## src/rtl/fnor_pkg.sv

```systemverilog
package fnor_pkg;
  localparam logic [7:0] OP_WREN   = 8'h06;
  localparam logic [7:0] OP_WRDI   = 8'h04;
  localparam logic [7:0] OP_RDSR   = 8'h05;
  localparam logic [7:0] OP_WRSR   = 8'h01;
  localparam logic [7:0] OP_RDID   = 8'h9F;
  localparam logic [7:0] OP_READ   = 8'h03;
  localparam logic [7:0] OP_PP     = 8'h02;
  localparam logic [7:0] OP_SE     = 8'hD8;
  localparam logic [7:0] OP_BE     = 8'hC7;
  localparam logic [7:0] OP_EN4B   = 8'hB7;
  localparam logic [7:0] OP_RST_EN = 8'h66;
  localparam logic [7:0] OP_RST    = 8'h99;

  typedef enum logic [2:0] {
    ST_OP, ST_ADDR, ST_PROG, ST_READ, ST_RDSR, ST_RDID, ST_WRSR, ST_SINK
  } dec_st_e;
endpackage

```

## src/rtl/fnor_status_reg.sv

```systemverilog
module fnor_status_reg (
  input  logic       clk_i,
  input  logic       rst_ni,
  input  logic       wp_ni,
  input  logic       set_wel_i,
  input  logic       clr_wel_i,
  input  logic       sr_wr_i,
  input  logic [5:0] sr_wdata_i,
  input  logic       soft_rst_i,
  output logic [7:0] sr_o
);
  logic [7:1] sr_q;
  logic       locked;

  assign locked = ~wp_ni & sr_q[7];

  always_ff @(posedge clk_i or negedge rst_ni) begin
    if (!rst_ni) begin
      sr_q <= '0;
    end else if (soft_rst_i) begin
      sr_q <= '0;
    end else if (sr_wr_i) begin
      if (sr_q[1] && !locked) sr_q[7:2] <= sr_wdata_i;
      sr_q[1] <= 1'b0;
    end else if (set_wel_i) begin
      sr_q[1] <= 1'b1;
    end else if (clr_wel_i) begin
      sr_q[1] <= 1'b0;
    end
  end

  assign sr_o = {sr_q, 1'b0};
endmodule

```

## src/rtl/fnor_prot_map.sv

```systemverilog
module fnor_prot_map #(
  parameter int SECT_W = 9
) (
  input  logic [SECT_W-1:0] sect_i,
  input  logic [3:0]        bp_i,
  input  logic              tb_i,
  output logic              hit_o,
  output logic              any_o
);
  localparam int NSECT = 1 << SECT_W;
  localparam int CW    = SECT_W + 1;

  logic [CW-1:0] cnt;
  logic [CW-1:0] sect_x;

  always_comb begin
    if (bp_i == 4'd0)                cnt = '0;
    else if (32'(bp_i) > SECT_W)     cnt = CW'(NSECT);
    else                             cnt = CW'(1) << (bp_i - 4'd1);
  end

  assign sect_x = {1'b0, sect_i};
  assign hit_o  = tb_i ? (sect_x < cnt) : (sect_x >= (CW'(NSECT) - cnt));
  assign any_o  = (bp_i != 4'd0);
endmodule

```

## src/rtl/fnor_cmd_dec.sv

```systemverilog
module fnor_cmd_dec
  import fnor_pkg::*;
#(
  parameter int ADDR_W    = 25,
  parameter int PAGE_LOG2 = 8
) (
  input  logic              clk_i,
  input  logic              rst_ni,
  input  logic              cs_ni,
  input  logic              rx_vld_i,
  input  logic [7:0]        rx_byte_i,
  output dec_st_e           st_o,
  output logic [ADDR_W-1:0] addr_o,
  output logic [1:0]        id_idx_o,
  output logic              addr4_o,
  output logic              set_wel_o,
  output logic              clr_wel_o,
  output logic              sr_wr_o,
  output logic [5:0]        sr_wdata_o,
  output logic              soft_rst_o,
  output logic              prog_pend_o,
  output logic              sect_pend_o,
  output logic              bulk_pend_o,
  output logic [7:0]        wdata_o
);
  dec_st_e           st_q;
  logic [7:0]        cmd_q;
  logic [1:0]        addr_cnt_q;
  logic [ADDR_W-1:0] addr_q;
  logic [1:0]        id_idx_q;
  logic              addr4_q, rst_arm_q;
  logic              prog_pend_q, sect_pend_q, bulk_pend_q;
  logic [7:0]        wdata_q;
  logic              take, at_op, addr_last;

  assign take      = rx_vld_i & ~cs_ni;
  assign at_op     = take & (st_q == ST_OP);
  assign addr_last = (addr_cnt_q == (addr4_q ? 2'd3 : 2'd2));

  always_ff @(posedge clk_i or negedge rst_ni) begin
    if (!rst_ni) begin
      st_q        <= ST_OP;
      cmd_q       <= '0;
      addr_cnt_q  <= '0;
      addr_q      <= '0;
      id_idx_q    <= '0;
      addr4_q     <= 1'b0;
      rst_arm_q   <= 1'b0;
      prog_pend_q <= 1'b0;
      sect_pend_q <= 1'b0;
      bulk_pend_q <= 1'b0;
      wdata_q     <= '0;
    end else begin
      prog_pend_q <= 1'b0;
      sect_pend_q <= 1'b0;
      bulk_pend_q <= 1'b0;
      // advance within the page once the previous byte has been issued
      if (prog_pend_q)
        addr_q[PAGE_LOG2-1:0] <= addr_q[PAGE_LOG2-1:0] + PAGE_LOG2'(1);
      if (cs_ni) begin
        st_q <= ST_OP;
      end else if (rx_vld_i) begin
        unique case (st_q)
          ST_OP: begin
            rst_arm_q <= (rx_byte_i == OP_RST_EN);
            case (rx_byte_i)
              OP_READ, OP_PP, OP_SE: begin
                st_q       <= ST_ADDR;
                cmd_q      <= rx_byte_i;
                addr_q     <= '0;
                addr_cnt_q <= '0;
              end
              OP_RDSR: st_q <= ST_RDSR;
              OP_RDID: begin
                st_q     <= ST_RDID;
                id_idx_q <= '0;
              end
              OP_WRSR: st_q <= ST_WRSR;
              OP_BE:   bulk_pend_q <= 1'b1;
              OP_EN4B: addr4_q <= 1'b1;
              OP_RST:  if (rst_arm_q) addr4_q <= 1'b0;
              OP_WREN, OP_WRDI, OP_RST_EN: ;
              default: st_q <= ST_SINK;
            endcase
          end
          ST_ADDR: begin
            addr_q     <= {addr_q[ADDR_W-9:0], rx_byte_i};
            addr_cnt_q <= addr_cnt_q + 2'd1;
            if (addr_last) begin
              if (cmd_q == OP_READ)    st_q <= ST_READ;
              else if (cmd_q == OP_PP) st_q <= ST_PROG;
              else begin
                sect_pend_q <= 1'b1;
                st_q        <= ST_OP;
              end
            end
          end
          ST_PROG: begin
            prog_pend_q <= 1'b1;
            wdata_q     <= rx_byte_i;
          end
          ST_READ: addr_q <= addr_q + ADDR_W'(1);
          ST_RDID: if (id_idx_q != 2'd3) id_idx_q <= id_idx_q + 2'd1;
          ST_WRSR: st_q <= ST_OP;
          ST_RDSR, ST_SINK: ;
          default: st_q <= ST_OP;
        endcase
      end
    end
  end

  assign set_wel_o  = at_op & (rx_byte_i == OP_WREN);
  assign clr_wel_o  = (at_op & (rx_byte_i == OP_WRDI)) | (cs_ni & (st_q == ST_PROG))
                    | sect_pend_q | bulk_pend_q;
  assign sr_wr_o    = take & (st_q == ST_WRSR);
  assign sr_wdata_o = rx_byte_i[7:2];
  assign soft_rst_o = at_op & (rx_byte_i == OP_RST) & rst_arm_q;

  assign st_o        = st_q;
  assign addr_o      = addr_q;
  assign id_idx_o    = id_idx_q;
  assign addr4_o     = addr4_q;
  assign prog_pend_o = prog_pend_q;
  assign sect_pend_o = sect_pend_q;
  assign bulk_pend_o = bulk_pend_q;
  assign wdata_o     = wdata_q;
endmodule

```

## src/rtl/fnor_wp_unit.sv

```systemverilog
module fnor_wp_unit
  import fnor_pkg::*;
#(
  parameter int          ADDR_W    = 25,
  parameter int          SECT_LOG2 = 16,
  parameter int          PAGE_LOG2 = 8,
  parameter logic [23:0] DEV_ID    = 24'h20BA19
) (
  input  logic              clk_i,
  input  logic              rst_ni,
  input  logic              cs_ni,
  input  logic              rx_vld_i,
  input  logic [7:0]        rx_byte_i,
  input  logic              wp_ni,
  input  logic [7:0]        mem_rdata_i,
  output logic [7:0]        tx_byte_o,
  output logic [ADDR_W-1:0] mem_addr_o,
  output logic [7:0]        mem_wdata_o,
  output logic              mem_prog_o,
  output logic              mem_sect_erase_o,
  output logic              mem_bulk_erase_o,
  output logic              addr4_o
);
  localparam int SECT_W = ADDR_W - SECT_LOG2;

  dec_st_e           st_w;
  logic [ADDR_W-1:0] addr_w;
  logic [1:0]        id_idx_w;
  logic              set_wel_w, clr_wel_w, sr_wr_w, soft_rst_w;
  logic [5:0]        sr_wdata_w;
  logic              prog_pend_w, sect_pend_w, bulk_pend_w;
  logic [7:0]        wdata_w;
  logic [7:0]        sr_w;
  logic              hit_w, any_w;

  fnor_cmd_dec #(.ADDR_W(ADDR_W), .PAGE_LOG2(PAGE_LOG2)) u_dec (
    .clk_i, .rst_ni, .cs_ni, .rx_vld_i, .rx_byte_i,
    .st_o(st_w), .addr_o(addr_w), .id_idx_o(id_idx_w), .addr4_o(addr4_o),
    .set_wel_o(set_wel_w), .clr_wel_o(clr_wel_w), .sr_wr_o(sr_wr_w),
    .sr_wdata_o(sr_wdata_w), .soft_rst_o(soft_rst_w),
    .prog_pend_o(prog_pend_w), .sect_pend_o(sect_pend_w),
    .bulk_pend_o(bulk_pend_w), .wdata_o(wdata_w)
  );

  fnor_status_reg u_sr (
    .clk_i, .rst_ni, .wp_ni,
    .set_wel_i(set_wel_w), .clr_wel_i(clr_wel_w), .sr_wr_i(sr_wr_w),
    .sr_wdata_i(sr_wdata_w), .soft_rst_i(soft_rst_w), .sr_o(sr_w)
  );

  fnor_prot_map #(.SECT_W(SECT_W)) u_prot (
    .sect_i(addr_w[ADDR_W-1:SECT_LOG2]),
    .bp_i({sr_w[6], sr_w[4:2]}),
    .tb_i(sr_w[5]),
    .hit_o(hit_w),
    .any_o(any_w)
  );

  always_comb begin
    unique case (st_w)
      ST_RDSR: tx_byte_o = sr_w;
      ST_READ: tx_byte_o = mem_rdata_i;
      ST_RDID: begin
        case (id_idx_w)
          2'd0:    tx_byte_o = DEV_ID[23:16];
          2'd1:    tx_byte_o = DEV_ID[15:8];
          2'd2:    tx_byte_o = DEV_ID[7:0];
          default: tx_byte_o = 8'h00;
        endcase
      end
      default: tx_byte_o = 8'h00;
    endcase
  end

  assign mem_addr_o       = addr_w;
  assign mem_wdata_o      = wdata_w;
  assign mem_prog_o       = prog_pend_w & sr_w[1] & ~hit_w;
  assign mem_sect_erase_o = sect_pend_w & sr_w[1] & ~hit_w;
  assign mem_bulk_erase_o = bulk_pend_w & sr_w[1] & ~any_w;
endmodule

```

## config.mk

```make
export PLATFORM = sky130hd
export DESIGN_NAME = fnor_wp_unit
export DESIGN_NICKNAME = d
export VERILOG_FILES = /design/src/rtl/fnor_pkg.sv /design/src/rtl/fnor_status_reg.sv /design/src/rtl/fnor_prot_map.sv /design/src/rtl/fnor_cmd_dec.sv /design/src/rtl/fnor_wp_unit.sv
export SDC_FILE = /design/constraint.sdc
export NUM_CORES = 1
export LEC_CHECK = 0
export BUFFER_PORTS_ARGS = -buffer_cell sky130_fd_sc_hd__buf_2
export CORE_MARGIN = 8
export CORE_UTILIZATION = 58
export CTS_BUF_LIST = sky130_fd_sc_hd__clkbuf_4 sky130_fd_sc_hd__clkbuf_8
export CTS_CLUSTER_DIAMETER = 60
export DETAILED_ROUTE_END_ITERATION = 12
export HOLD_SLACK_MARGIN = 0.02
export PLACE_DENSITY = 0.89
export SYNTH_ARGS = -nofsm -noshare
export SYNTH_HDL_FRONTEND = slang
export SYNTH_HIERARCHICAL = 1
export SYNTH_SLANG_ARGS = --single-unit
```

## constraint.sdc

```tcl
create_clock -name clk_i -period 6.3 [get_ports clk_i]
set_input_delay 0.315 -clock clk_i [delete_from_list [all_inputs] [get_ports clk_i]]
set_output_delay 0.315 -clock clk_i [all_outputs]
set_load 0.02 [all_outputs]
```

==> results of run 1 <==
## placed cells by master (no fill, tap or decap), drive strengths merged, types with 6 or more instances in the layout
master / count
and4: 7
nor2: 42
mux2i: 15
a22o: 6
a21oi: 26
clkbuf: 12
xnor2: 7
and3: 13
dfrtp: 60
o211ai: 6
a32oi: 6
nand2b: 24
nand3: 14
buf: 66
inv: 18
nand4: 6
mux2: 14
nand2: 55
ha: 23
nor3: 23
o21ai: 36
a31oi: 8
o31ai: 17
## worst paths after layout
check / end / cells after the start / from / slack [ns]
setup reg to reg: u_dec/addr_o[7] / 5 / u_dec/st_o[0] / 3.13
min in group clk_i: u_dec/st_o[1] / 2 / cs_ni / 0.31
setup / recovery: mem_prog_o / 13 / u_sr/sr_q[3] / 2.75
hold reg to reg: u_dec/cmd_q[6] / 2 / u_dec/cmd_q[6] / 0.47
max in group asynchronous: u_sr/sr_q[2] / 2 / rst_ni / 5.67
hold / removal: u_dec/addr_o[10] / 2 / rst_ni / 0.12
## metal layers
metal | GRT usage | part of all wire | vias to the layer above
met5 | 0 | 0 | -
met4 | 0.117 | 0.034 | 0
met3 | 0.0520 | 0.089 | 56
met2 | 0.393 | 0.48 | 304
met1 | 0.288 | 0.39 | 2206
li1 | - | - | 2101
## final cells by class
type	count	share of cell area
multi-input cells	435	0.568
flip-flops and latches	60	0.290
repair buffers	66	0.0642
clock buffers	12	0.0307
well taps	105	0.0254
inverters	18	0.0130
clock inverters	4	0.00917
## per-stage QoR
step                area, sq um  cells  total power, W  hold WS [ns]
floorplan                  4750    554         0.00127        0.0194
global placement           4980    684         0.00149         0.445
detailed placement         4980    684         0.00153         0.457
CTS                        5180    700         0.00190         0.139
global route               5180    700         0.00203         0.191
finish                     5180    700         0.00192         0.117
## flip-flops by register name, summed over array words and instances, names as in the netlist
register	flops
u_dec/addr4_o	1
u_dec/addr_cnt_q	2
u_dec/addr_o	25
u_dec/bulk_pend_o	1
u_dec/cmd_q	8
u_dec/id_idx_o	2
u_dec/prog_pend_o	1
u_dec/rst_arm_q	1
u_dec/sect_pend_o	1
u_dec/st_o	3
u_dec/wdata_o	8
u_sr/sr_q	7
## kinds of logic after synthesis
kind of cell,share of synthesized area
muxes,0.0663
and+or+nand+nor,0.264
buffers and inverters,0.0661
xor gates and xnor gates,0.0221
adders and majority gates,0.0605
DFF,0.316
other,0.000789
AOI/OAI and AO/OA,0.204
## power by group through the flow
stage / Combinational (W) / Sequential [W] / Clock, W
after detailed placement: 0.000822 / 0.000713 / 0
after global placement: 0.000786 / 0.000704 / 0
after CTS: 0.000826 / 0.000708 / 0.000368
after global routing: 0.000907 / 0.000734 / 0.000391
final: 0.000839 / 0.000714 / 0.000364
after floorplan: 0.000536 / 0.000729 / 0
==> flow_summary.json, run 1 <==
{
  "final.fill_count": 698,
  "clock_latency_ns": 0.36,
  "p_comb_frac": 0.438,
  "min_path_type": "input port to asynchronous set/reset pin",
  "cpMaxStageDelayCell": "dfrtp_1",
  "fin_setup_tns_ns": 0,
  "multi_input_area_sq_um": 2940,
  "die_y_um": 107,
  "first_pass_iters": 6,
  "arrival_ns": 3.24,
  "ys_seq_area_frac": 0.316,
  "synth_nets": 598,
  "syn2layout_area_growth_pct": 9.03,
  "drv_slew": 0,
  "yosys_register_bits": 60,
  "crit_path_end_kind": "output pin",
  "drt_iter0_markers": 496,
  "die_w_um": 107,
  "synth_most_common_cell": "dfrtp_1",
  "clkTransAtPathRegs_ns": 0.07,
  "cts_tree": "yes",
  "start_util": 0.587,
  "grt_first_pass_wirelength_um": 22100,
  "register_area_sq_um": 1500,
  "worstPathCellList": "nor2b_1 -> nand2_1 -> ha_1 -> nor2_1 -> a22o_1 -> ha_1 -> a211oi_1 -> nand2_1 -> o21ai_1 -> a211o_1 -> nand3_1 -> and3b_1 -> buf_2",
  "wirelength_um": 13500,
  "crit_type": "flop to output pin",
  "worst-path-buf-inv": 1,
  "cts_buffer_depth": 2,
  "crit_family": "simple AND/OR/NAND/NOR gates",
  "overflow": 0,
  "peakVddDrop_mv": 0.215,
  "synth_top_area_frac": 0.316,
  "drv_cap": 0,
  "setup_viol": 0,
  "synthCells": 554,
  "worst_clock_skew_ns": 0.0123,
  "p_sw_frac": 0.468,
  "start_kind": "flop",
  "ys_top_cells_by_count": "60 x dfrtp_1, 54 x nand2_1, 39 x nor2_1",
  "max_stage_delay_ns": 0.62,
  "hold_buffers": 0,
  "fin_nets": 634,
  "p_per_area_nw_per_um2": 370,
  "finalCritPeriodShare": 0.564,
  "via_per_inst": 6.67,
  "diodes": 0,
  "status": "finished, final reports clean",
  "yosys_warnings": 6,
  "ys_types": 74,
  "yosys.area.top_type": "dfrtp_1",
  "vias": 4667,
  "period_needed_ns": 3.55,
  "antenna_found_initial": 0,
  "syn-cell-area_sq_um": 4750,
  "drt-wirelength-per-cell_um": 19.3,
  "gp_congestion": 0.946,
  "power_switching_w": 0.000896,
  "port_buffers": 65,
  "core_region_area_sq_um": 8090,
  "grt_pass1_vias": 4528,
  "fmax_ghz": 0.282,
  "synthFlopType": "dfrtp_1",
  "htree_levels": 3,
  "leakagePower_nw": 2.33,
  "post-route-util": 0.640,
  "tightest_slew_ns": 1.26,
  "clock_power_share": 0.190,
  "rsz0062_at_grt": "false",
  "post_cts_buffers": 0,
  "grt_max_degree": 61,
  "ant_nets": 0,
  "drive_above_1_share": 0.185,
  "synth-edff-count": 0,
  "clock-root-buffer": "clkbuf_8",
  "cts_sinks": 60,
  "synth_async_sr_flop_share": 1.00,
  "ios": 66,
  "post-place-ws_ns": 3.14,
  "dp_hpwl_um": 9310,
  "track_usage": 0.238,
  "required_ns": 5.98,
  "drc": 0,
  "layout_setup_ws_ns": 2.75,
  "cts-resized-gates": 0,
  "syn_area_per_cell_sq_um": 8.58,
  "finalHoldViolations": 0,
  "placementRows": 33,
  "numCtsBuffers": 9,
  "synth_area_leaders": "dfrtp_1 32%, ha_1 6.1%, nand2_1 4.3%, mux2i_1 3.2%, nand2b_1 3.2%",
  "cp_max_fo": 15,
  "share_seq_of_total_power": 0.372,
  "slew_headroom": 0.158,
  "p_int_w": 0.00102,
  "die-area_sq_um": 11300
}
(Power assumes the default switching activity.)
==> run 2, diff against run 1 <==
==> constraint.sdc (replaced) <==
create_clock -name clk_i -period 3.4 [get_ports clk_i]
set_input_delay 0.17 -clock clk_i [delete_from_list [all_inputs] [get_ports clk_i]]
set_output_delay 0.17 -clock clk_i [all_outputs]
set_load 0.02 [all_outputs]
==> run 2 against run 1 <==
Effect of this change:
- via count decreased by 0.73%
- clock skew increased by 0.0043 ns
- worst hold slack improved by 0.016 ns
- final area increased by 1.1%
- wire length decreased by 1.0%
- global-route usage decreased by 0.10 points
- register-to-register slack got worse by 2.1 ns
- critical path type unchanged
- largest cell class unchanged
==> flow_summary.json, run 2 (synthesis results as in run 1) <==
{
  "status": "finished, final reports clean",
  "grt_pass1_vias": 4677,
  "wirelength_um": 13400,
  "arrival_ns": 3.03,
  "diodes": 0,
  "via_per_inst": 6.57,
  "overflow": 0,
  "max_stage_delay_ns": 0.49,
  "port_buffers": 65,
  "dp_hpwl_um": 9410,
  "drv_cap": 0,
  "fin_nets": 640,
  "finalHoldViolations": 0,
  "start_kind": "flop",
  "cp-startpoint": "u_sr/sr_q[2]",
  "p_per_area_nw_per_um2": 677,
  "crit_family": "simple AND/OR/NAND/NOR gates",
  "use_met1": 0.291,
  "setup_viol": 0,
  "track_usage": 0.237,
  "antenna_found_initial": 0,
  "top_usage_layer": "met2",
  "worstPathCellList": "nor2b_2 -> nand2_1 -> ha_2 -> nor2_1 -> a22o_1 -> ha_1 -> a211oi_1 -> nand2_1 -> o21ai_1 -> a211o_1 -> nand3_1 -> and3b_1 -> buf_2",
  "cp_common_cell": "nand2_1",
  "fmax_ghz": 0.313,
  "cts_tree": "yes",
  "design_area_sq_um": 5240,
  "period_needed_ns": 3.20,
  "vias": 4633,
  "cts_buffer_depth": 2,
  "placementRows": 33,
  "required_ns": 3.23,
  "fin_setup_tns_ns": 0,
  "core_region_area_sq_um": 8090,
  "slew_headroom": 0.443,
  "final_common_cell": "buf_2",
  "die-area_sq_um": 11300,
  "final.fill_count": 705,
  "drv_slew": 0,
  "crit_path_end_kind": "output pin",
  "r2r_start": "u_dec/addr_o[2]",
  "drt_iter0_markers": 466,
  "die_y_um": 107,
  "numCtsBuffers": 9,
  "leakagePower_nw": 2.35,
  "power_w": 0.00355,
  "grt_first_pass_wirelength_um": 22300,
  "first_pass_iters": 5,
  "drc": 0,
  "rsz0062_at_grt": "false",
  "drive_above_1_share": 0.198,
  "largest_reg_flops": 25,
  "r2r_slack_ns": 1.05,
  "layout_setup_ws_ns": 0.200,
  "peakVddDrop_mv": 0.384,
  "use_met3": 0.0490,
  "ant_nets": 0,
  "cpMaxStageDelayCell": "dfrtp_2",
  "clkTransAtPathRegs_ns": 0.08,
  "finalCritPeriodShare": 0.941,
  "cp_max_fo": 12,
  "die_w_um": 107,
  "grt_max_degree": 37,
  "detailed_place.area_sq_um": 5010,
  "cts_sinks": 60,
  "min_path_type": "input port to flop",
  "crit_type": "flop to output pin",
  "tightest_slew_ns": 0.835,
  "start_util": 0.587,
  "clock-root-buffer": "clkbuf_8",
  "worst-path-buf-inv": 1,
  "htree_levels": 3,
  "post-place-ws_ns": 0.452,
  "clock_latency_ns": 0.34,
  "post-route-util": 0.647,
  "drt-wirelength-per-cell_um": 18.9,
  "syn2layout_area_growth_pct": 10.2,
  "use_met2": 0.395,
  "worst_clock_skew_ns": 0.0166,
  "hp-start": "cs_ni",
  "final_cell_mix": "65 x buf_2, 57 x dfrtp_1, 54 x nand2_1",
  "gp_congestion": 0.905,
  "ios": 66
}
run 2: cell types whose count changed in the layout (fill, tap and decap cells not counted), sizes merged:
| cell | change |
|---|---|
| buf | +5 |
| clkbuf | -1 |
| clkinv | +1 |
| clkinvlp | -1 |
| dlygate4sd3 | +1 |
run 2: worst paths after layout:
path / to / depth (start not counted)
max reg2reg: u_dec/addr_o[17] / 5
min reg2reg: u_dec/cmd_q[6] / 2
max in group asynchronous: u_dec/addr_o[23] / 3
min: u_dec/st_o[1] / 2
min in group asynchronous: u_dec/st_o[1] / 2
max: mem_sect_erase_o / 13
run 2: layout make-up:
class	instances	area (sq um)	area share
multi-input combinational	435	2950	0.564
sequential	60	1510	0.287
timing repair buffer	72	380	0.0726
clock buffer	11	151	0.0289
tap	105	131	0.0251
inverter	18	67.6	0.0129
clock inverter	4	48.8	0.00932
run 2: worst reg2reg max path, stage by stage (launching register included):
cell     delay, ns
dfrtp_1       0.50
nand3_1       0.28
nor2_1        0.65
nand4_1       0.29
a211o_1       0.36
a22o_1        0.17
run 2: stage by stage:
stage,cells,hold WS [ns]
floorplan,554,-0.126
global placement,689,0.280
detailed placement,689,0.296
CTS,705,0.130
global route,705,0.144
finish,705,0.133
run 2: report_power, final:
part,leakage [nW],switching [W],internal (W)
sequential,0.785,0.000372,0.000915
clock,0.105,0.000288,0.000373
combinational,1.46,0.000991,0.000609
run 2: repair_timing:
| action | CTS | global route |
|---|---|---|
| resized for setup | 0 | 6 |
| buffers inserted | 0 | 0 |
| hold endpoints to repair | 35 | 0 |
| hold buffers | 1 | 0 |
| setup endpoints to repair | 0 | 2 |
run 2: layer usage:
metal | vias to the layer above | part of all wire | wire length, um
met2 | 268 | 0.49 | 6540
met3 | 52 | 0.085 | 1130
met4 | 0 | 0.027 | 361
met1 | 2202 | 0.40 | 5320
li1 | 2111 | - | -
met5 | - | 0 | 0
